===== src/rtl/spread_pwm_pkg.sv =====
package spread_pwm_pkg;
  localparam int GEN_W = 16;

  // One step of the maximal-length generator: taps 16,15,13,4
  function automatic logic [GEN_W-1:0] gen_step(input logic [GEN_W-1:0] s);
    logic fb;
    fb = s[15] ^ s[14] ^ s[12] ^ s[3];
    return {s[GEN_W-2:0], fb};
  endfunction
endpackage


===== src/rtl/spread_lfsr.sv =====
module spread_lfsr
  import spread_pwm_pkg::*;
#(
  parameter logic [GEN_W-1:0] SEED = 16'hACE1
) (
  input  logic             clk,
  input  logic             rst_n,
  input  logic             adv,
  output logic [GEN_W-1:0] state
);
  always_ff @(posedge clk or negedge rst_n) begin
    if (!rst_n)   state <= SEED;
    else if (adv) state <= gen_step(state);
  end

  // a maximal-length sequence never reaches the all-zero state
  a_r7_never_zero: assert property (@(posedge clk) disable iff (!rst_n) state != '0);
endmodule


===== src/rtl/pwm_carrier.sv =====
module pwm_carrier
  import spread_pwm_pkg::*;
#(
  parameter int PER_NOM = 160,
  parameter int PER_MIN = 112,
  parameter int PER_MAX = 208,
  parameter int CNT_W   = $clog2(PER_MAX + 1)
) (
  input  logic             clk,
  input  logic             rst_n,
  input  logic             en,
  input  logic             spread_en,
  input  logic [GEN_W-1:0] gen_state,
  output logic             run,
  output logic             bnd,
  output logic [CNT_W-1:0] cnt,
  output logic [CNT_W-1:0] per_nx
);
  localparam int SPAN = PER_MAX - PER_MIN + 1;
  localparam logic [CNT_W-1:0] P_NOM = CNT_W'(PER_NOM);
  localparam logic [CNT_W-1:0] P_MIN = CNT_W'(PER_MIN);
  localparam logic [CNT_W-1:0] P_MAX = CNT_W'(PER_MAX);

  logic [CNT_W-1:0] per_q;
  logic             wrap;

  function automatic logic [CNT_W-1:0] pick_period(input logic [GEN_W-1:0] l);
    logic [GEN_W-1:0] m;
    m = l % GEN_W'(SPAN);
    return P_MIN + CNT_W'(m);
  endfunction

  assign per_nx = spread_en ? pick_period(gen_state) : P_NOM;
  assign wrap   = run && (cnt == per_q - 1'b1);
  assign bnd    = en && (!run || wrap);

  always_ff @(posedge clk or negedge rst_n) begin
    if (!rst_n) begin
      run   <= 1'b0;
      cnt   <= '0;
      per_q <= P_NOM;
    end else if (!en) begin
      run <= 1'b0;
      cnt <= '0;
    end else if (bnd) begin
      run   <= 1'b1;
      cnt   <= '0;
      per_q <= per_nx;
    end else begin
      cnt <= cnt + 1'b1;
    end
  end

  a_r6_period_range: assert property (@(posedge clk) disable iff (!rst_n)
    per_q >= P_MIN && per_q <= P_MAX);
  a_r6_count_bound: assert property (@(posedge clk) disable iff (!rst_n)
    run |-> cnt < per_q);
  a_r5_fixed_period: assert property (@(posedge clk) disable iff (!rst_n)
    (bnd && !spread_en) |=> per_q == P_NOM);
endmodule


===== src/rtl/pwm_compare.sv =====
module pwm_compare #(
  parameter int SAMP_W = 16,
  parameter int CNT_W  = 8
) (
  input  logic                     clk,
  input  logic                     rst_n,
  input  logic                     run,
  input  logic                     bnd,
  input  logic [CNT_W-1:0]         cnt,
  input  logic [CNT_W-1:0]         per_nx,
  input  logic signed [SAMP_W-1:0] sample,
  output logic                     out_p,
  output logic                     out_n
);
  localparam int PW    = SAMP_W + CNT_W + 1;
  localparam int SHIFT = SAMP_W + 1;

  logic signed [SAMP_W-1:0] samp_q;
  logic [CNT_W-1:0]         thr_p, thr_n;

  // High-time count for one output, clamped to 1..per-1
  function automatic logic [CNT_W-1:0] high_count(
    input logic [CNT_W-1:0] per, input logic signed [SAMP_W-1:0] s, input logic pos);
    logic signed [PW-1:0] prod, off, half, t, lim;
    prod = s * $signed({1'b0, per});
    off  = prod >>> SHIFT;
    half = $signed({{(SAMP_W+1){1'b0}}, per >> 1});
    lim  = $signed({{(SAMP_W+1){1'b0}}, per}) - 1;
    t    = pos ? half + off : half - off;
    if (t < 1)        t = 1;
    else if (t > lim) t = lim;
    return t[CNT_W-1:0];
  endfunction

  always_ff @(posedge clk or negedge rst_n) begin
    if (!rst_n) begin
      samp_q <= '0;
      thr_p  <= '0;
      thr_n  <= '0;
    end else if (bnd) begin
      samp_q <= sample;
      thr_p  <= high_count(per_nx, sample, 1'b1);
      thr_n  <= high_count(per_nx, sample, 1'b0);
    end
  end

  assign out_p = run && (cnt < thr_p);
  assign out_n = run && (cnt < thr_n);

  a_r8_sample_held: assert property (@(posedge clk) disable iff (!rst_n)
    !bnd |=> $stable(samp_q));
  a_r2_zero_equal: assert property (@(posedge clk) disable iff (!rst_n)
    (run && samp_q == '0) |-> thr_p == thr_n);
  a_r3_polarity: assert property (@(posedge clk) disable iff (!rst_n)
    (run && samp_q > 0) |-> thr_p >= thr_n);
endmodule


===== src/rtl/spread_pwm_mod.sv =====
module spread_pwm_mod
  import spread_pwm_pkg::*;
#(
  parameter int SAMP_W  = 16,
  parameter int PER_NOM = 160,
  parameter int PER_MIN = 112,
  parameter int PER_MAX = 208,
  parameter logic [GEN_W-1:0] SEED = 16'hACE1
) (
  input  logic              clk,
  input  logic              rst_n,
  input  logic              en,
  input  logic              spread_en,
  input  logic [SAMP_W-1:0] sample,
  output logic              out_p,
  output logic              out_n
);
  localparam int CNT_W = $clog2(PER_MAX + 1);

  logic             run, bnd;
  logic [CNT_W-1:0] cnt, per_nx;
  logic [GEN_W-1:0] gen_state;

  spread_lfsr #(.SEED(SEED)) u_gen (
    .clk(clk), .rst_n(rst_n), .adv(bnd), .state(gen_state));

  pwm_carrier #(.PER_NOM(PER_NOM), .PER_MIN(PER_MIN), .PER_MAX(PER_MAX), .CNT_W(CNT_W)) u_car (
    .clk(clk), .rst_n(rst_n), .en(en), .spread_en(spread_en), .gen_state(gen_state),
    .run(run), .bnd(bnd), .cnt(cnt), .per_nx(per_nx));

  pwm_compare #(.SAMP_W(SAMP_W), .CNT_W(CNT_W)) u_cmp (
    .clk(clk), .rst_n(rst_n), .run(run), .bnd(bnd), .cnt(cnt), .per_nx(per_nx),
    .sample($signed(sample)), .out_p(out_p), .out_n(out_n));

  a_r9_park_low: assert property (@(posedge clk) disable iff (!rst_n)
    !en |=> (!out_p && !out_n));
  a_r4_start_high: assert property (@(posedge clk) disable iff (!rst_n)
    bnd |=> (out_p && out_n));
  a_r1_reset_low: assert final (rst_n || (!out_p && !out_n));
endmodule


===== config.mk =====
export PLATFORM = sky130hd
export DESIGN_NAME = spread_pwm_mod
export DESIGN_NICKNAME = d
export VERILOG_FILES = /design/src/rtl/spread_pwm_pkg.sv /design/src/rtl/spread_lfsr.sv /design/src/rtl/pwm_carrier.sv /design/src/rtl/pwm_compare.sv /design/src/rtl/spread_pwm_mod.sv
export SDC_FILE = /design/constraint.sdc
export NUM_CORES = 1
export LEC_CHECK = 0
export ABC_CLOCK_PERIOD_IN_PS = 33200
export BUFFER_PORTS_ARGS = -buffer_cell sky130_fd_sc_hd__buf_2
export CORE_MARGIN = 8
export CORE_UTILIZATION = 40
export CTS_BUF_LIST = sky130_fd_sc_hd__clkbuf_4
export DETAILED_ROUTE_END_ITERATION = 7
export PLACE_DENSITY_LB_ADDON = 0.12
export SKIP_CTS_REPAIR_TIMING = 1
export SLEW_MARGIN = 40
export SYNTH_ARGS = -nofsm -noshare
export SYNTH_HDL_FRONTEND = slang
export SYNTH_SLANG_ARGS = --single-unit
export TNS_END_PERCENT = 50

===== constraint.sdc =====
create_clock -name clk -period 33.2 [get_ports clk]
set_input_delay 3.32 -clock clk [delete_from_list [all_inputs] [get_ports clk]]
set_output_delay 3.32 -clock clk [all_outputs]
set_load 0.01 [all_outputs]

==> impl_metrics.prom, run 1 <==
# TYPE chip_impl_metric gauge
chip_impl_metric{name="globalRouteOverflowTotal",unit=""} 0
chip_impl_metric{name="placedInstanceArea",unit="um^2"} 12000
chip_impl_metric{name="final_ant_viol_nets",unit=""} 0
chip_impl_metric{name="timing.slew.headroom",unit="%"} 44.4
chip_impl_metric{name="detailed_route_vias_per_instance",unit=""} 5.52
chip_impl_metric{name="ys_seq_elements",unit=""} 49
chip_impl_info{name="endpoint_kind",value="flop"} 1
chip_impl_metric{name="nets",unit=""} 1632
chip_impl_info{name="synthMostInstantiatedCell",value="inv_1"} 1
chip_impl_metric{name="rrSetupSlack",unit="ns"} 13.83
chip_impl_metric{name="dr.pass1.iters",unit=""} 4
chip_impl_info{name="critical_path.slowest_cell",value="dfstp_2"} 1
chip_impl_metric{name="hpwlAfterDp",unit="um"} 23900
chip_impl_info{name="buffer_type_at_the_clock_tree_root",value="clkbuf_4"} 1
chip_impl_metric{name="std_cell_rows",unit=""} 62
chip_impl_metric{name="async_flop_share",unit="%"} 100
chip_impl_metric{name="post_synth_num_cell_types",unit=""} 114
chip_impl_metric{name="port_buffers",unit=""} 21
chip_impl_metric{name="synthesized_cell_area",unit="um^2"} 11500
chip_impl_metric{name="fillerInstances",unit=""} 2965
chip_impl_info{name="synthDominantAreaCellType",value="fa_1"} 1
chip_impl_metric{name="drive_above_1_share",unit="%"} 8.93
chip_impl_metric{name="fp.dieArea",unit="um^2"} 34500
chip_impl_metric{name="routed_wire_length_per_instance",unit="um"} 16.5
chip_impl_info{name="grt_setup_unrepaired",value="no"} 1
chip_impl_metric{name="drv_slew",unit=""} 0
chip_impl_info{name="timing.critical_path.mode_cell",value="nor2_1"} 1
chip_impl_metric{name="worstHoldPathCells",unit=""} 2
chip_impl_metric{name="chipWidth",unit="um"} 186
chip_impl_metric{name="clock-skew-final",unit="ns"} 0.0279
chip_impl_metric{name="yosys_warnings",unit=""} 0
chip_impl_metric{name="cp_max_fo",unit=""} 13
chip_impl_info{name="status",value="complete, no violations"} 1
chip_impl_metric{name="synth_cells",unit=""} 1425
chip_impl_metric{name="tns",unit="ns"} 0
chip_impl_metric{name="core_region_area",unit="um^2"} 28500
chip_impl_metric{name="slowest_delay",unit="ns"} 0.67
chip_impl_metric{name="r2r_cells",unit=""} 72
chip_impl_metric{name="floorplan.io_pins",unit=""} 22
chip_impl_metric{name="synth.yosys.seq_area_share",unit="%"} 10.8
chip_impl_info{name="destination_of_the_worst_hold_path",value="u_cmp.thr_p[3]"} 1
chip_impl_info{name="setup.worst_path.class",value="flop to flop"} 1
chip_impl_metric{name="die_height",unit="um"} 186
chip_impl_info{name="worst_path_dominant_cell_family",value="compound AO/OA/AOI/OAI gates"} 1
chip_impl_info{name="timing.rr.end",value="u_cmp.thr_n[6]"} 1
chip_impl_metric{name="arrival",unit="ns"} 19.62
chip_impl_metric{name="grt_pass1_vias",unit=""} 10100
chip_impl_metric{name="grt_util_all_layers",unit="%"} 17.8
chip_impl_metric{name="maximum_number_of_pins_on_one_net_before_global_route_repair",unit=""} 54
chip_impl_metric{name="antenna_found_initial",unit=""} 1
chip_impl_info{name="timing.rr.start",value="u_gen.state[15]"} 1
chip_impl_metric{name="cts_buffers",unit=""} 5
chip_impl_metric{name="drt-initial-drc-count",unit=""} 573
chip_impl_info{name="synth_flop_cell",value="dfrtp_1"} 1
chip_impl_metric{name="timing.max_cap.violations",unit=""} 0
chip_impl_metric{name="tightestPinTransition",unit="ns"} 0.835
chip_impl_metric{name="synth_area_per_cell",unit="um^2"} 8.08
chip_impl_info{name="timing.critical_path.from",value="u_gen.state[15]"} 1
chip_impl_metric{name="setup_viol",unit=""} 0
chip_impl_metric{name="finalHoldViolations",unit=""} 0
chip_impl_metric{name="synth_nets",unit=""} 1647
chip_impl_info{name="synth.top_cells.by_area",value="fa_1, ha_1, dfrtp_1"} 1
chip_impl_metric{name="yosysTopAreaCellShare",unit="%"} 17.9
chip_impl_info{name="hold_class",value="flop to flop"} 1
chip_impl_metric{name="leakagePower",unit="nW"} 5.56
chip_impl_info{name="tritoncts",value="done"} 1
chip_impl_metric{name="grt_first_pass_wirelength",unit="um"} 51000
chip_impl_metric{name="ctsLongestPathBuffers",unit=""} 2
chip_impl_metric{name="maxClockFrequency",unit="MHz"} 51.6
chip_impl_metric{name="path_clk_slew",unit="ns"} 0.16
chip_impl_metric{name="fin_crit_sh",unit="%"} 58.3
chip_impl_metric{name="h-tree-depth",unit=""} 2
chip_impl_info{name="hold_start",value="u_cmp.thr_p[3]"} 1
chip_impl_metric{name="initial_utilization",unit="%"} 40.3
chip_impl_info{name="type_of_origin_of_the_critical_path",value="flop"} 1
chip_impl_metric{name="layout.cell_area.non_filler",unit="um^2"} 12000
chip_impl_metric{name="finalCriticalPeriod",unit="ns"} 19.37
chip_impl_metric{name="drt_drc_violations_left",unit=""} 0
chip_impl_metric{name="crit_buf_inv",unit=""} 5
chip_impl_metric{name="cts.sink_count",unit=""} 49
chip_impl_metric{name="pwr_density_cell",unit="nW/um^2"} 40.9
chip_impl_metric{name="peakVddDrop",unit="mV"} 0.0419
chip_impl_metric{name="routabilityCongestion",unit=""} 0.863
chip_impl_info{name="synth_common_cells",value="inv_1, nand2_1, fa_1, ha_1, nor2_1"} 1
chip_impl_metric{name="worstSkewPairLatency",unit="ns"} 0.38
chip_impl_metric{name="detailroute.via_count",unit=""} 9917
chip_impl_metric{name="worst_ep_required_time",unit="ns"} 33.45
chip_impl_metric{name="synth_enable_flop_cells",unit=""} 0
chip_impl_metric{name="syn_to_final_growth",unit="%"} 4.61
chip_impl_metric{name="postRouteWirelength",unit="um"} 29700
==> logic make-up (layout without fill, tap and decap cells) <==
group | Yosys count | in the layout | synth area share [%]
DFF | 49 | 49 | 10.8
xor gates and xnor gates | 66 | 66 | 5.25
adders and majority gates | 202 | 202 | 28.7
and+or+nand+nor | 498 | 498 | 22.7
muxes | 36 | 36 | 3.41
AOI/OAI and AO/OA | 324 | 324 | 20.7
buffers and inverters | 250 | 236 | 8.47
other | 0 | 1 | 0
==> layout by cell type (no fill, tap or decap), types with 6 or more instances in the layout <==
cell type  instances
dfstp_2           10
nor4b_1            6
inv_1            195
and3_1            28
nor2_1            79
clkbuf_4           6
nor2b_1           13
buf_4             11
buf_2             21
a211oi_1          10
o21a_1            12
o21bai_1          11
nor3b_1            6
a21o_1            14
nor3_1            33
nand2_1          133
o211a_1            6
xor2_1            26
mux2i_1           12
nand4_1           20
fa_1             103
mux2_2            17
a21oi_1           62
dfrtp_1           39
or3_1             15
nor4_1             7
o21ai_1            9
nand3_1           31
o21ai_0           62
o211ai_2           6
xnor2_1           38
o211ai_1          15
ha_1              99
o31ai_1           11
and2_1            70
nand2b_1          23
a31oi_1            8
==> worst max path at each step <==
stage / cells after the start / slack [ns] / end
global route: 72 / 12.00 / u_cmp.thr_n[6]
global placement: 73 / 14.43 / u_cmp.thr_n[0]
floorplan: 76 / 16.29 / u_cmp.thr_n[6]
detailed placement: 71 / 13.97 / u_cmp.thr_n[6]
finish: 72 / 13.83 / u_cmp.thr_n[6]
CTS: 72 / 13.88 / u_cmp.thr_n[6]
==> final cells by class <==
class | instances | area [um^2] | area share [%]
antenna | 1 | 2.50 | 0.0208
tap | 384 | 480 | 3.99
clock inverter | 2 | 13.8 | 0.114
timing repair buffer | 32 | 188 | 1.56
sequential | 49 | 1240 | 10.3
inverter | 196 | 736 | 6.11
clock buffer | 6 | 45.0 | 0.374
multi-input combinational | 1126 | 9340 | 77.5
==> sequential cells by signal, summed over array words and instances (netlist names) <==
name         count
u_cmp.thr_n      8
u_car.per_q      8
u_car.cnt        8
u_gen.state     16
u_car.run        1
u_cmp.thr_p      8
==> per-layer routing <==
layer | part of all wire, % | up-vias | track usage [%]
li1 | - | 4894 | -
met1 | 45 | 4835 | 22.6
met2 | 52 | 157 | 33.1
met3 | 1.9 | 31 | 0.742
met4 | 1.4 | 0 | 3.33
met5 | 0 | - | 0
==> power breakdown <==
part           switching [W]   total, W  internal (W)  leakage [nW]
combinational       0.000233   0.000388      0.000155          4.91
sequential        0.00000537  0.0000749     0.0000695         0.613
clock              0.0000198  0.0000292    0.00000933        0.0361
==> stage by stage <==
stage	util, %	cells	setup slack, ns	hold slack (ns)	total power (W)
2_1_floorplan	-	1425	16.29	0.449	0.000382
3_3_place_gp	41.9	1787	14.43	0.464	0.000461
3_5_place_dp	41.9	1787	13.97	0.471	0.000464
4_1_cts	42.1	1795	13.88	0.508	0.000495
5_1_grt	42.2	1796	12.00	0.531	0.000558
6_report	42.2	1796	13.83	0.497	0.000492
==> worst reg2reg max path, delay by kind of cell (launching register included) <==
kind	cells	cell delay, ns
XOR/XNOR	2	0.56
multiplexers	5	1.91
AND/OR/NAND/NOR	25	4.88
buffers and inverters	5	0.51
AO/OA/AOI/OAI	24	6.67
flip-flops	1	0.67
adder cells (fa/ha/maj)	11	4.08
No activity file was read; power rests on OpenSTA's default activity.
==> inputs of run 2 (changes only) <==
--- a/config.mk
+++ b/config.mk
@@ -5,7 +5,7 @@
 export SDC_FILE = /design/constraint.sdc
 export NUM_CORES = 1
 export LEC_CHECK = 0
-export ABC_CLOCK_PERIOD_IN_PS = 33200
+export ABC_CLOCK_PERIOD_IN_PS = 17600
 export BUFFER_PORTS_ARGS = -buffer_cell sky130_fd_sc_hd__buf_2
 export CORE_MARGIN = 8
 export CORE_UTILIZATION = 40
==> constraint.sdc (replaced) <==
create_clock -name clk -period 17.6 [get_ports clk]
set_input_delay 1.76 -clock clk [delete_from_list [all_inputs] [get_ports clk]]
set_output_delay 1.76 -clock clk [all_outputs]
set_load 0.01 [all_outputs]
==> run 2 against run 1 <==
Utilization rose by 3.0 points. Critical path depth rose by 5. Clock skew rose by 0.0018 ns. Cell count rose by 3.8%. Register-to-register slack got worse by 13 ns. Global-route usage fell by 0.18 points. Die area did not move. Clock power rose by 83%. Critical endpoint is now u_cmp.thr_n[5]. Highest routed layer unchanged.
==> impl_metrics.prom, run 2 (synthesis gave the netlist of run 1 again) <==
# TYPE chip_impl_metric gauge
chip_impl_info{name="destination_of_the_worst_hold_path",value="u_cmp.thr_n[2]"} 1
chip_impl_info{name="layout.cells.most_common_list",value="inv_1, nand2_1, fa_1"} 1
chip_impl_metric{name="worstHoldPathCells",unit=""} 2
chip_impl_metric{name="leakagePower",unit="nW"} 5.91
chip_impl_info{name="layout.cells.most_common",value="inv_1"} 1
chip_impl_metric{name="routed_wire_length_per_instance",unit="um"} 16.4
chip_impl_metric{name="grt_util_all_layers",unit="%"} 17.6
chip_impl_metric{name="fp.dieArea",unit="um^2"} 34500
chip_impl_metric{name="worst_ep_required_time",unit="ns"} 17.90
chip_impl_metric{name="setup_viol",unit=""} 0
chip_impl_metric{name="path_clk_slew",unit="ns"} 0.16
chip_impl_info{name="setup.worst_path.class",value="flop to flop"} 1
chip_impl_metric{name="core_region_area",unit="um^2"} 28500
chip_impl_metric{name="detailed_route_vias_per_instance",unit=""} 5.48
chip_impl_metric{name="h-tree-depth",unit=""} 2
chip_impl_metric{name="placedInstanceArea",unit="um^2"} 12300
chip_impl_info{name="tritoncts",value="done"} 1
chip_impl_metric{name="drv_slew",unit=""} 0
chip_impl_metric{name="fin_crit_sh",unit="%"} 95.6
chip_impl_metric{name="die_height",unit="um"} 186
chip_impl_metric{name="maxClockFrequency",unit="MHz"} 59.5
chip_impl_info{name="timing.rr.start",value="u_gen.state[15]"} 1
chip_impl_metric{name="tightestPinTransition",unit="ns"} 0.720
chip_impl_info{name="buffer_type_at_the_clock_tree_root",value="clkbuf_4"} 1
chip_impl_info{name="type_of_origin_of_the_critical_path",value="flop"} 1
chip_impl_metric{name="pwr_density_cell",unit="nW/um^2"} 75.5
chip_impl_metric{name="final_ant_viol_nets",unit=""} 0
chip_impl_metric{name="arrival",unit="ns"} 17.12
chip_impl_metric{name="grt_pass1_vias",unit=""} 10100
chip_impl_metric{name="peakVddDrop",unit="mV"} 0.0727
chip_impl_metric{name="initial_utilization",unit="%"} 40.3
chip_impl_metric{name="grt_first_pass_wirelength",unit="um"} 50500
chip_impl_metric{name="max_ffs_per_register",unit=""} 16
chip_impl_info{name="hold_start",value="u_cmp.thr_n[2]"} 1
chip_impl_metric{name="cts.sink_count",unit=""} 49
chip_impl_metric{name="hpwlAfterDp",unit="um"} 24200
chip_impl_metric{name="port_buffers",unit=""} 21
chip_impl_info{name="timing.rr.end",value="u_cmp.thr_n[5]"} 1
chip_impl_metric{name="fillerInstances",unit=""} 2988
chip_impl_metric{name="dr.pass1.iters",unit=""} 5
chip_impl_metric{name="syn_to_final_growth",unit="%"} 12.2
chip_impl_metric{name="drt-initial-drc-count",unit=""} 470
chip_impl_metric{name="timing.slew.headroom",unit="%"} 51.1
chip_impl_metric{name="detailroute.via_count",unit=""} 10200
chip_impl_metric{name="drive_above_1_share",unit="%"} 16.5
chip_impl_metric{name="cp_max_fo",unit=""} 11
chip_impl_info{name="critical_path.slowest_cell",value="dfstp_2"} 1
chip_impl_metric{name="layout.cell_area.non_filler",unit="um^2"} 12900
chip_impl_metric{name="drt_drc_violations_left",unit=""} 0
chip_impl_metric{name="ctsLongestPathBuffers",unit=""} 2
chip_impl_metric{name="clock-skew-final",unit="ns"} 0.0297
chip_impl_metric{name="timing.max_cap.violations",unit=""} 0
chip_impl_metric{name="maximum_number_of_pins_on_one_net_before_global_route_repair",unit=""} 54
chip_impl_metric{name="chipWidth",unit="um"} 186
chip_impl_metric{name="nets",unit=""} 1700
chip_impl_metric{name="finalCriticalPeriod",unit="ns"} 16.82
chip_impl_metric{name="rrSetupSlack",unit="ns"} 0.78
chip_impl_metric{name="globalRouteOverflowTotal",unit=""} 0
chip_impl_info{name="status",value="complete, no violations"} 1
chip_impl_metric{name="antenna_found_initial",unit=""} 1
chip_impl_metric{name="finalHoldViolations",unit=""} 0
chip_impl_info{name="hold_class",value="flop to flop"} 1
chip_impl_metric{name="std_cell_rows",unit=""} 62
chip_impl_metric{name="layout.core_utilization",unit="%"} 45.2
chip_impl_info{name="regMostFlops",value="u_gen.state"} 1
chip_impl_metric{name="slowest_delay",unit="ns"} 0.57
chip_impl_metric{name="routabilityCongestion",unit=""} 0.896
chip_impl_metric{name="cts_buffers",unit=""} 5
chip_impl_metric{name="worstSkewPairLatency",unit="ns"} 0.38
chip_impl_metric{name="floorplan.io_pins",unit=""} 22
chip_impl_metric{name="r2r_cells",unit=""} 77
chip_impl_info{name="endpoint_kind",value="flop"} 1
chip_impl_metric{name="postRouteWirelength",unit="um"} 30600
## run 2: cell types whose count changed in the layout (fill, tap and decap cells not counted), moves of 5 or more
cell,before,now
nor2_1,79,74
o21ai_0,62,57
a21oi_1,62,55
nor2_2,1,6
buf_4,11,78
a21oi_2,2,7
## run 2: worst max-delay path: cells and delay by family, from the launching register on
| kind | cells | cell delay, ns |
|---|---|---|
| muxes | 3 | 1.04 |
| xor gates and xnor gates | 2 | 0.41 |
| adders and majority gates | 11 | 3.69 |
| and+or+nand+nor | 21 | 3.52 |
| AOI/OAI and AO/OA | 31 | 6.24 |
| DFF | 1 | 0.57 |
| buffers and inverters | 9 | 1.24 |
## run 2: how the worst max path moves through the flow
stage / startpoint / to / depth (start not counted) / slack, ns
6_report: u_gen.state[15] / u_cmp.thr_n[5] / 77 / 0.78
5_1_grt: u_gen.state[15] / u_cmp.thr_n[6] / 77 / -0.18
4_1_cts: u_gen.state[14] / u_cmp.thr_n[6] / 74 / -0.13
3_5_place_dp: u_gen.state[14] / u_cmp.thr_n[6] / 74 / -0.08
3_3_place_gp: u_gen.state[15] / u_cmp.thr_n[6] / 74 / 0.30
2_1_floorplan: u_gen.state[15] / u_cmp.thr_n[6] / 76 / 0.69
## run 2: layer usage
layer / vias up / routed length, um / track usage (%)
li1: 5022 / - / -
met1: 4978 / 13500 / 22.1
met2: 182 / 15900 / 32.9
met3: 35 / 688 / 0.878
met4: 0 / 453 / 3.33
met5: - / 0 / 0
## run 2: layout make-up
class	count	area, um^2	share of cell area (%)
flip-flops and latches	49	1240	9.61
inverters	196	736	5.70
clock inverters	3	20.0	0.155
clock buffers	5	37.5	0.291
multi-input cells	1127	9700	75.2
well taps	384	480	3.72
repair buffers	99	691	5.35
diodes	1	2.50	0.0194
## run 2: report_power, final
part / switching, W / total [W] / internal, W
Combinational: 0.000463 / 0.000781 / 0.000318
Clock: 0.0000378 / 0.0000535 / 0.0000157
Sequential: 0.00000999 / 0.000141 / 0.000131
Total: 0.000511 / 0.000975 / 0.000465
## run 2: through the flow
| stage | cells | power (W) | worst slack (ns) | hold slack (ns) | TNS, ns |
|---|---|---|---|---|---|
| detailed placement | 1830 | 0.000891 | -0.0772 | 0.477 | -0.101 |
| global route | 1864 | 0.00109 | -0.183 | 0.523 | -0.982 |
| floorplan | 1425 | 0.000720 | 0.694 | 0.449 | 0 |
| CTS | 1838 | 0.000948 | -0.129 | 0.506 | -0.426 |
| global placement | 1830 | 0.000876 | 0.300 | 0.463 | 0 |
| finish | 1864 | 0.000975 | 0.782 | 0.495 | 0 |
